<file path="src/rtl/ide_cfg_pkg.sv">
// Package: shared constants and per-dword reset/write-mask tables for the
// configuration space. Assumes 64 dwords; unlisted indices are absent.
package ide_cfg_pkg;

    localparam int N_CHAN      = 2;
    localparam int DW_PROGIF   = 2;
    localparam int DW_BAR_FIRST = 4;
    localparam int DW_BAR_LAST  = 7;
    localparam int DW_BMBAR    = 8;
    localparam int DW_IRQ0     = 28;
    localparam int IRQ_STRIDE  = 2;

    // Reset value of each dword index
    function automatic logic [31:0] cfg_rst(int idx, logic [15:0] vid, logic [15:0] did);
        case (idx)
            0:  cfg_rst = {did, vid};
            1:  cfg_rst = 32'h0280_0081;
            2:  cfg_rst = 32'h0101_8A06;
            4, 5, 6, 7, 8: cfg_rst = 32'h0000_0001;
            13: cfg_rst = 32'h0000_00C0;
            15: cfg_rst = 32'h0000_010E;
            16: cfg_rst = 32'h0A09_0600;
            17: cfg_rst = 32'h00C0_0068;
            18: cfg_rst = 32'hA8A8_A8A8;
            19: cfg_rst = 32'h0000_00FF;
            20: cfg_rst = 32'h0707_0707;
            21: cfg_rst = 32'h0000_0004;
            24, 26: cfg_rst = 32'h0000_0200;
            48: cfg_rst = 32'h0002_0001;
            default: cfg_rst = 32'h0;
        endcase
    endfunction

    // Write mask of each dword index (1 = software may change the bit)
    function automatic logic [31:0] cfg_mask(int idx);
        case (idx)
            1:  cfg_mask = 32'h0000_0007;
            2:  cfg_mask = 32'h0000_0500;
            4, 6: cfg_mask = 32'hFFFF_FFF8;
            5, 7: cfg_mask = 32'hFFFF_FFFC;
            8:  cfg_mask = 32'hFFFF_FFF0;
            16, 17, 18, 19, 20, 21, 24, 26: cfg_mask = 32'hFFFF_FFFF;
            28, 30: cfg_mask = 32'h0000_007F;
            default: cfg_mask = 32'h0;
        endcase
    endfunction

endpackage

</file>
<file path="src/rtl/ide_cfg_regfile.sv">
// Module: register storage. Each dword keeps its reset constant in the
// bits outside its write mask; writable bits change per byte lane.
// The per-channel interrupt status bit is hardware owned.
// Assumes a synchronous active-low reset held for at least one edge.
module ide_cfg_regfile
    import ide_cfg_pkg::*;
#(
    parameter int          ADDR_W    = 6,
    parameter logic [15:0] VENDOR_ID = 16'h1D5A,
    parameter logic [15:0] DEVICE_ID = 16'h0A11
) (
    input  logic              clk,
    input  logic              rst_n,
    input  logic [ADDR_W-1:0] wr_addr,
    input  logic [3:0]        wr_be,
    input  logic [31:0]       wr_data,
    input  logic              wr_en,
    input  logic [N_CHAN-1:0] irq_lvl,
    input  logic [ADDR_W-1:0] rd_addr,
    output logic [31:0]       rd_raw,
    output logic [7:0]        progif
);
    localparam int NDW = 1 << ADDR_W;

    logic [31:0]       dw_q [NDW];
    logic [31:0]       lane_m;
    logic [N_CHAN-1:0] irq_q;

    // Expand byte enables into a bit mask
    always_comb lane_m = {{8{wr_be[3]}}, {8{wr_be[2]}}, {8{wr_be[1]}}, {8{wr_be[0]}}};

    for (genvar g = 0; g < NDW; g++) begin : g_dw
        localparam logic [31:0] RV = cfg_rst(g, VENDOR_ID, DEVICE_ID);
        localparam logic [31:0] MK = cfg_mask(g);
        // Masked per-lane update of one dword
        always_ff @(posedge clk) begin
            if (!rst_n)
                dw_q[g] <= RV;
            else if (wr_en && wr_addr == ADDR_W'(g))
                dw_q[g] <= (dw_q[g] & ~(MK & lane_m)) | (wr_data & MK & lane_m);
        end
    end

    // Sample each channel interrupt level for its status bit
    always_ff @(posedge clk) begin
        if (!rst_n) irq_q <= '0;
        else        irq_q <= irq_lvl;
    end

    // Select the addressed dword and overlay the interrupt status bits
    always_comb begin
        rd_raw = dw_q[rd_addr];
        for (int n = 0; n < N_CHAN; n++) begin
            if (int'(rd_addr) == DW_IRQ0 + IRQ_STRIDE * n)
                rd_raw[7] = irq_q[n];
        end
    end

    // Expose the programming-interface byte
    always_comb progif = dw_q[DW_PROGIF][15:8];
endmodule

</file>
<file path="src/rtl/ide_cfg_rd_filter.sv">
// Module: read-back rules. Hides the channel BARs in legacy mode and
// substitutes the default bus-master I/O base when that BAR is bare.
// Assumes rd_raw already holds the stored dword for rd_addr.
module ide_cfg_rd_filter
    import ide_cfg_pkg::*;
#(
    parameter int          ADDR_W     = 6,
    parameter logic [31:0] BM_DEFAULT = 32'h0000_CC01
) (
    input  logic [ADDR_W-1:0] rd_addr,
    input  logic [31:0]       rd_raw,
    input  logic [7:0]        progif,
    output logic [31:0]       rd_data
);
    logic legacy;
    logic in_bars;

    // Decode legacy mode and the hidden BAR range
    always_comb begin
        legacy  = (progif[3:0] == 4'hA);
        in_bars = (int'(rd_addr) >= DW_BAR_FIRST) && (int'(rd_addr) <= DW_BAR_LAST);
    end

    // Apply the read-back rules
    always_comb begin
        if (legacy && in_bars)
            rd_data = '0;
        else if (int'(rd_addr) == DW_BMBAR && rd_raw == 32'h0000_0001)
            rd_data = BM_DEFAULT;
        else
            rd_data = rd_raw;
    end
endmodule

</file>
<file path="src/rtl/ide_cfg_mode.sv">
// Module: mode tracking. Pulses after any write covering the
// programming-interface byte and exposes per-channel native flags.
// Assumes channel n's native bit sits at bit 2n of that byte.
module ide_cfg_mode
    import ide_cfg_pkg::*;
#(
    parameter int ADDR_W = 6
) (
    input  logic              clk,
    input  logic              rst_n,
    input  logic [ADDR_W-1:0] wr_addr,
    input  logic [3:0]        wr_be,
    input  logic              wr_en,
    input  logic [7:0]        progif,
    output logic [N_CHAN-1:0] native,
    output logic              changed
);
    // Register the pulse for a write that covers byte 1 of dword 2
    always_ff @(posedge clk) begin
        if (!rst_n) changed <= 1'b0;
        else        changed <= wr_en && wr_addr == ADDR_W'(DW_PROGIF) && wr_be[1];
    end

    for (genvar n = 0; n < N_CHAN; n++) begin : g_nat
        // Pick channel n's native bit
        always_comb native[n] = progif[2*n];
    end
endmodule

</file>
<file path="src/rtl/ide_cfg_space.sv">
// Module: top of the configuration register file for a two-channel disk
// function. Reads are combinational; writes take effect at the edge.
// Assumes a single access port owned by one configuration agent.
module ide_cfg_space
    import ide_cfg_pkg::*;
#(
    parameter int          ADDR_W    = 6,
    parameter logic [15:0] VENDOR_ID = 16'h1D5A,
    parameter logic [15:0] DEVICE_ID = 16'h0A11
) (
    input  logic              clk,
    input  logic              rst_n,
    input  logic [ADDR_W-1:0] cfg_addr,
    input  logic [3:0]        cfg_be,
    input  logic [31:0]       cfg_wdata,
    input  logic              cfg_we,
    output logic [31:0]       cfg_rdata,
    input  logic [1:0]        chan_irq_in,
    output logic [1:0]        legacy_irq_out,
    output logic [1:0]        chan_native,
    output logic              mode_changed
);
    logic [31:0] rd_raw;
    logic [7:0]  progif;

    ide_cfg_regfile #(
        .ADDR_W(ADDR_W), .VENDOR_ID(VENDOR_ID), .DEVICE_ID(DEVICE_ID)
    ) u_regs (
        .clk(clk), .rst_n(rst_n),
        .wr_addr(cfg_addr), .wr_be(cfg_be), .wr_data(cfg_wdata), .wr_en(cfg_we),
        .irq_lvl(chan_irq_in), .rd_addr(cfg_addr), .rd_raw(rd_raw), .progif(progif)
    );

    ide_cfg_rd_filter #(.ADDR_W(ADDR_W)) u_filt (
        .rd_addr(cfg_addr), .rd_raw(rd_raw), .progif(progif), .rd_data(cfg_rdata)
    );

    ide_cfg_mode #(.ADDR_W(ADDR_W)) u_mode (
        .clk(clk), .rst_n(rst_n),
        .wr_addr(cfg_addr), .wr_be(cfg_be), .wr_en(cfg_we),
        .progif(progif), .native(chan_native), .changed(mode_changed)
    );

    // Forward channel interrupt levels to the legacy outputs
    always_comb legacy_irq_out = chan_irq_in;
endmodule

</file>
<file path="config.mk">
export PLATFORM = sky130hd
export DESIGN_NAME = ide_cfg_space
export DESIGN_NICKNAME = d
export VERILOG_FILES = /design/src/rtl/ide_cfg_pkg.sv /design/src/rtl/ide_cfg_regfile.sv /design/src/rtl/ide_cfg_rd_filter.sv /design/src/rtl/ide_cfg_mode.sv /design/src/rtl/ide_cfg_space.sv
export SDC_FILE = /design/constraint.sdc
export NUM_CORES = 1
export LEC_CHECK = 0
export BUFFER_PORTS_ARGS = -buffer_cell sky130_fd_sc_hd__buf_2
export CAP_MARGIN = 5
export CORE_UTILIZATION = 65
export DETAILED_ROUTE_END_ITERATION = 8
export PLACE_DENSITY = 0.85
export RECOVER_POWER = 50
export SYNTH_ARGS = -nofsm -noshare
export SYNTH_HDL_FRONTEND = slang
export SYNTH_SLANG_ARGS = --single-unit
</file>
<file path="constraint.sdc">
create_clock -name clk -period 13.3 [get_ports clk]
set_input_delay 0.665 -clock clk [delete_from_list [all_inputs] [get_ports clk]]
set_output_delay 0.665 -clock clk [all_outputs]
set_load 0.005 [all_outputs]
</file>
; ---- Word level (Yosys, flattened, before mapping)
; Memories as Yosys holds them, arrays and structs flattened.
; Cells that the tools add are included.
[word_totals]
register_bits = 3
ramBits = 2048
in_bits = 47
memories = 1
[mem_list]
columns = memory, words, word_bits, read_ports, rd_clocked_by_memory_dff, wr, line
row1 = u_regs.dw_q, 64, 32, 18, 0, 64, ide_cfg_regfile.sv:25  ; logic [31:0] dw_q [NDW];
[op_classes]
n_lt_le_gt_ge = 2
n_eq_ne = 115
n_mux = 261
n_bitwise = 112
reduce_logical = 116
[ops]
columns = op, n
row1 = two-way mux 32 bit, 66
row2 = AND 32 bit, 21
row3 = OR 32 bit, 17
row4 = == test 6 bit (second input constant), 34
row5 = two-way mux 1 bit, 195
row6 = inverter 32 bit, 4
row7 = == test 6 x 5 -> 1 bit (second input constant), 17
row8 = AND reduction 2 bit, 47
row9 = logical AND 1 bit, 68
row10 = OR 1 bit, 64
row11 = == test 6 x 4 -> 1 bit (second input constant), 8
row12 = != test 0 bit, 47
row13 = AND 11 x 32 -> 32 bit, 1
row14 = AND 3 x 32 -> 32 bit, 1
row15 = AND 7 x 32 -> 32 bit, 1
row16 = == test 32 x 1 -> 1 bit (second input constant), 1
row17 = inverter 11 -> 32 bit, 1
row18 = inverter 3 -> 32 bit, 1
row19 = inverter 7 -> 32 bit, 1
row20 = == test 6 x 3 -> 1 bit (second input constant), 4
row21 = == test 6 x 2 -> 1 bit (second input constant), 2
row22 = == test 6 x 1 -> 1 bit (second input constant), 1
row23 = >= comparator 6 x 3 -> 1 bit (second input constant), 1
row24 = less-or-equal comparator 6 x 3 -> 1 bit (second input constant), 1
row25 = other kinds (2), 2

; ---- Depth between registers and ports, before layout
[logic_depth]
word_depth = 7
mapped_depth = 11

; ---- Hierarchy
; A second synthesis with hierarchy kept.
[hier_totals]
cells_unflattened = 1978
area_unflattened_um2 = 22695.5
[by_module_without_submodules]
columns = mod, n_inst, cells_each, area_each_um2, seq_area_each_um2
row1 = ide_cfg_regfile, 1, 1919, 22217.6, 12682.2
row2 = ide_cfg_rd_filter, 1, 51, 397.9, 0.0
row3 = ide_cfg_mode, 1, 6, 65.1, 20.0
row4 = ide_cfg_space, 1, 2, 15.0, 0.0

; ---- Least setup slack after synthesis
; OpenSTA, ideal clock, no wires.
[synth_path]
path_kind = input -> register
from = in cfg_addr[4]
to = mem u_regs.dw_q[19][0], enable pin
arrival_ns = 4.317
required_time_ns = 12.830
setup_slack_ns = 8.513
path_stages = 6
n_path_buf = 3
path_cell_list = clkbuf_1 > nor2b_1 > clkbuf_1 > buf_1 > nand2_1 > o31ai_1
[synth_lines]
columns = element, line
row1 = from (decl), ide_cfg_space.sv:13  ; input logic [ADDR_W-1:0] cfg_addr,
row2 = to (decl), ide_cfg_regfile.sv:25

; ---- Worst setup path in the final report
[layout_path]
from = in cfg_addr[1]
to = out cfg_rdata[29]
[layout_between]
elab_chain_len = 7
[layout_lines]
columns = element, line
row1 = memory read (64 x 32 bit) or == test 6 bit (tied branches), -
row2 = two-way mux 1 bit (2 in a row), ide_cfg_regfile.sv:54  ; if (int'(rd_addr) == DW_IRQ0 + IRQ_STRIDE * n)
row3 = == test 32 x 1 -> 1 bit, ide_cfg_rd_filter.sv:28  ; else if (int'(rd_addr) == DW_BMBAR && rd_raw == 32'h0000_0001)
row4 = logical AND 1 bit, ide_cfg_rd_filter.sv:28
row5 = two-way mux 32 bit, ide_cfg_rd_filter.sv:28
row6 = two-way mux 32 bit (*), ide_cfg_rd_filter.sv:26  ; if (legacy && in_bars)
row7 = to (decl), ide_cfg_space.sv:17  ; output logic [31:0] cfg_rdata,
; Every way passes the cells marked *; elsewhere a longest branch is shown, timed or not.

==> results.txt <==
In this run the register-to-register setup slack is 12.29 ns. Measured along the y axis, the die boundary spans 187.8 um. The worst setup path is captured at an output pin. The floorplan has 67 rows. Along the worst hold path, the cell count comes to 2.

The power density normalized to cell area is 126.2 nW/um^2, and the period utilization is 63.04%. At the worst endpoint, the required time is 12.64 ns. Traced cell by cell, the critical path runs through buf_4 -> clkbuf_1 -> nor4bb_1 -> a22oi_1 -> o21ai_0 -> a21oi_1 -> o21ai_0 -> nor2b_1 -> buf_2. The endpoint identified for the worst register-to-register timing path is u_regs.dw_q[8][23]. The run gives 751.9 uW as the switching component of the power. Internal power comes to 2345 uW. The startpoint identified for the worst register-to-register timing path is u_regs.dw_q[8][23]. In this run the worst path has a maximum fanout of 59. At the end of routability-driven placement, the weighted congestion stood at 1.016. The per-cell routed wire length is 29.46 um.

STA classifies the critical path startpoint as a primary input. The startpoint of the lowest-slack hold path is chan_irq_in[0]. The maximum clock skew at final layout came out at 0 ns. The ratio of routed vias to standard cells was 7.300. The final-layout setup total negative slack is 0 ns. Among all stages on the critical path, the largest delay is contributed by sky130_fd_sc_hd__clkbuf_1. After clock tree synthesis, the repair step resized 0 gates. The minimum clock period is 8.384 ns, and the number of global-route vias before repair is 17140.

The first global-routing pass estimated 107000 um of wire. After clock tree synthesis, the setup repair step added 0 buffers. The flop and latch count out of synthesis was 424.

The run gives 84 as the top-level I/O count. The total of max-cap violations was 20. For this block, the routed nets add up to 72120 um of wire. The die covers 35270 um^2. The clock sink count came out at 424.

Clock tree synthesis selected as its root buffer the cell sky130_fd_sc_hd__clkbuf_16. Setup violations remaining at the end of the flow were counted as 0. Measured along the x axis, the die boundary spans 187.8 um.

The checks that failed: max-capacitance violations, max-slew violations. The number of synthesized flops with an enable pin was 421. The area growth from synthesis to final layout was 9.333%. Slew of the pin with the lowest slew margin: 3.545 ns.

The logs give 43670 um for the placed wire-length estimate after detailed placement and 0 for the count of warnings emitted by yosys. Averaged over all synthesized cells, the footprint is 11.37 um^2. In this run the tightest slew margin relative to its limit is -136.3%.

The number of distinct library cell variants in the gate-level netlist after synthesis came out at 65. The logs give 2021 for the total nets after synthesis and 116 for the maximum number of pins on one net before global-route repair. Summing internal, switching and leakage power gives 3097 uW.

The path with the worst hold slack has its endpoint at u_regs.irq_q[0]. Of the total power, combinational logic draws 9.3%. The count of final hold-check violations is 0, and the number of DRC violations after detailed routing is 0. The first-pass iteration count of the detailed router is 7, and the number of buffers created by CTS is 45.

The run finished, with violations left. Clock latency on the worst-skew pair, taken at its later pin, is 0.55 ns. At the end of the flow, the number of nets in the layout was 2010. The type of the tightest min-delay check was primary input to flop. The tools report the sequential cell fraction of total power as 49.7%.

Cell type with the highest occurrence count on the critical path: sky130_fd_sc_hd__o21ai_0. Of all flip-flops after synthesis, the portion carrying an async set or reset was 0%. The logs give 41.0% for the clock network fraction of design power and 121.9 uV for the maximum VDD drop. Setup repair after global routing left no endpoint under its margin. For the starting DRC count in detailed routing, the log shows 3455. After synthesis the cells add up to 22440 um^2.

For this run, the top clock speed supported by timing is 0.1193 GHz. The longest clock path from root to sink contains 3 buffers. The run gives 17870 as the via count.

Of the cells placed in the final design, the portion with a size suffix greater than 1 is 13.33%. The depth of the most critical reg-to-reg path is 2, and the area inside the core boundary is 33780 um^2. The post-cts hold buffer count is 0. The most used flip-flop cell after synthesis is sky130_fd_sc_hd__edfxtp_1. The signal arrival time at the worst endpoint was 7.72 ns; the number of pins exceeding their max-slew limit in the final report was 512.

TritonCTS built the clock tree. In this design, the stage delay of the slowest critical-path cell is 2.55 ns. Net switching is 24.28% of the power. The initial utilization of the core area, before any placement, comes to 66.43%. The path type of the worst setup path is primary input to output pin. In this run the remaining antenna-violating nets after routing total 0.

Summed over all layers, the global routing overflow is 0. The combined global-route utilization of all metal layers came out at 40.83%. After clock tree synthesis, the clock-pin slew on the worst setup and hold paths is 0.06 ns. After technology mapping, the gate count stands at 1974.

The run gives 2 as the initial antenna violation count. For this run, the register share of the synthesized area comes to 56.60%. The port buffer count was 83.

The deepest level of the CTS H-tree is 2, and the leakage power is 0.008180 uW.
==> metrics by stage <==
step | utilization [%] | cells | hold WS, ns | area [um^2] | setup WS, ns
CTS | 73.02 | 2444 | 0.3252 | 24670 | 7.689
global route | 72.60 | 2444 | 0.3507 | 24530 | 4.963
floorplan | - | 1974 | 0.5359 | 22440 | 8.513
finish | 72.63 | 2448 | 0.3248 | 24540 | 4.916
global placement | 68.70 | 2364 | 0.5564 | 23210 | 7.727
detailed placement | 68.70 | 2364 | 0.5599 | 23210 | 7.709
==> registers in the layout, summed over array words and instances, names as in the netlist <==
register,flops
u_mode.changed,1
u_regs.dw_q,421
u_regs.irq_q,2
==> final cells by class <==
type | instances | area, um^2
diodes | 4 | 10.01
clock buffers | 52 | 1195
clock inverters | 28 | 262.8
fillers | 2253 | 9246
inverters | 11 | 41.29
multi-input cells | 1353 | 9072
flip-flops and latches | 424 | 12700
well taps | 448 | 560.5
repair buffers | 128 | 693.2
==> power by group through the flow <==
stage	Clock (uW)	Combinational [uW]	Sequential, uW
after floorplan	0	178	1560
after global placement	0	274	1560
after detailed placement	0	278	1560
after CTS	1260	280	1540
after global routing	1310	299	1540
final	1270	289	1540
==> synth_stat cells (8+ instances only) <==
master	instances	share of area (%)
sky130_fd_sc_hd__a21oi_1	398	8.9
sky130_fd_sc_hd__a221oi_1	13	0.51
sky130_fd_sc_hd__a22o_1	13	0.51
sky130_fd_sc_hd__a22oi_1	29	0.97
sky130_fd_sc_hd__a31oi_1	8	0.22
sky130_fd_sc_hd__buf_2	23	0.51
sky130_fd_sc_hd__clkbuf_1	150	2.5
sky130_fd_sc_hd__edfxtp_1	421	56
sky130_fd_sc_hd__inv_1	11	0.18
sky130_fd_sc_hd__mux2_2	11	0.55
sky130_fd_sc_hd__mux2i_1	17	0.76
sky130_fd_sc_hd__mux4_2	56	5.6
sky130_fd_sc_hd__nand2_1	85	1.4
sky130_fd_sc_hd__nand2b_1	425	12
sky130_fd_sc_hd__nand3_1	60	1.3
sky130_fd_sc_hd__nand3b_1	16	0.54
sky130_fd_sc_hd__nor2_1	40	0.67
sky130_fd_sc_hd__nor2b_1	10	0.28
sky130_fd_sc_hd__o21ai_0	32	0.71
sky130_fd_sc_hd__o31ai_1	8	0.27
==> worst max-delay path: cells and delay by family <==
kind	cells	cell delay (ns)
AND/OR/NAND/NOR	2	2.63
AO/OA/AOI/OAI	4	0.90
buffers and inverters	3	3.44
==> logic make-up after synthesis <==
logic type      after synthesis  share of synthesized area (%)
buf+inv                     197                          3.557
flops                       424                          56.60
mux                          84                          6.930
compound gates              567                          14.65
simple gates                702                          18.27
==> worst max path at each step <==
stage	start	to	slack, ns
floorplan	cfg_addr[4]	u_regs.dw_q[19][0]	8.51
global placement	cfg_addr[1]	cfg_rdata[11]	7.73
detailed placement	cfg_addr[1]	cfg_rdata[10]	7.71
CTS	cfg_addr[1]	cfg_rdata[10]	7.69
global route	cfg_addr[1]	cfg_rdata[29]	4.96
finish	cfg_addr[1]	cfg_rdata[29]	4.92
==> placed cells by master, fill, tap and decap left out, types with 6 or more instances in the layout <==
cell | Yosys | final
sky130_fd_sc_hd__clkbuf_1 | 150 | 26
sky130_fd_sc_hd__nor3_1 | 6 | 6
sky130_fd_sc_hd__clkinv_1 | 0 | 14
sky130_fd_sc_hd__nor2_1 | 40 | 38
sky130_fd_sc_hd__nand3_1 | 60 | 60
sky130_fd_sc_hd__mux2_2 | 11 | 11
sky130_fd_sc_hd__inv_1 | 11 | 11
sky130_fd_sc_hd__a22oi_1 | 29 | 29
sky130_fd_sc_hd__o21ai_0 | 32 | 26
sky130_fd_sc_hd__a221oi_1 | 13 | 13
sky130_fd_sc_hd__buf_2 | 23 | 77
sky130_fd_sc_hd__and3_1 | 6 | 6
sky130_fd_sc_hd__o22ai_1 | 6 | 6
sky130_fd_sc_hd__a31oi_1 | 8 | 8
sky130_fd_sc_hd__clkbuf_16 | 0 | 47
sky130_fd_sc_hd__a32o_1 | 6 | 6
sky130_fd_sc_hd__a211o_1 | 7 | 7
sky130_fd_sc_hd__or3b_2 | 6 | 6
sky130_fd_sc_hd__nand3b_1 | 16 | 16
sky130_fd_sc_hd__a22o_1 | 13 | 13
sky130_fd_sc_hd__mux4_2 | 56 | 56
sky130_fd_sc_hd__nand2_1 | 85 | 84
sky130_fd_sc_hd__nand2b_1 | 425 | 425
sky130_fd_sc_hd__o21ai_4 | 0 | 6
sky130_fd_sc_hd__o31ai_1 | 8 | 6
sky130_fd_sc_hd__a21oi_1 | 398 | 398
sky130_fd_sc_hd__edfxtp_1 | 421 | 421
sky130_fd_sc_hd__and3b_1 | 7 | 7
sky130_fd_sc_hd__buf_4 | 4 | 29
sky130_fd_sc_hd__nor2b_1 | 10 | 9
sky130_fd_sc_hd__mux2i_1 | 17 | 17
==> routing by layer <==
metal,GRT usage (%),vias to the layer above,wire (um)
met5,0,-,0
met4,23.08,0,4508
met3,11.45,328,10590
met2,59.64,1637,31770
met1,55.33,8598,25250
li1,-,7308,-
(Power assumes the default switching activity.)
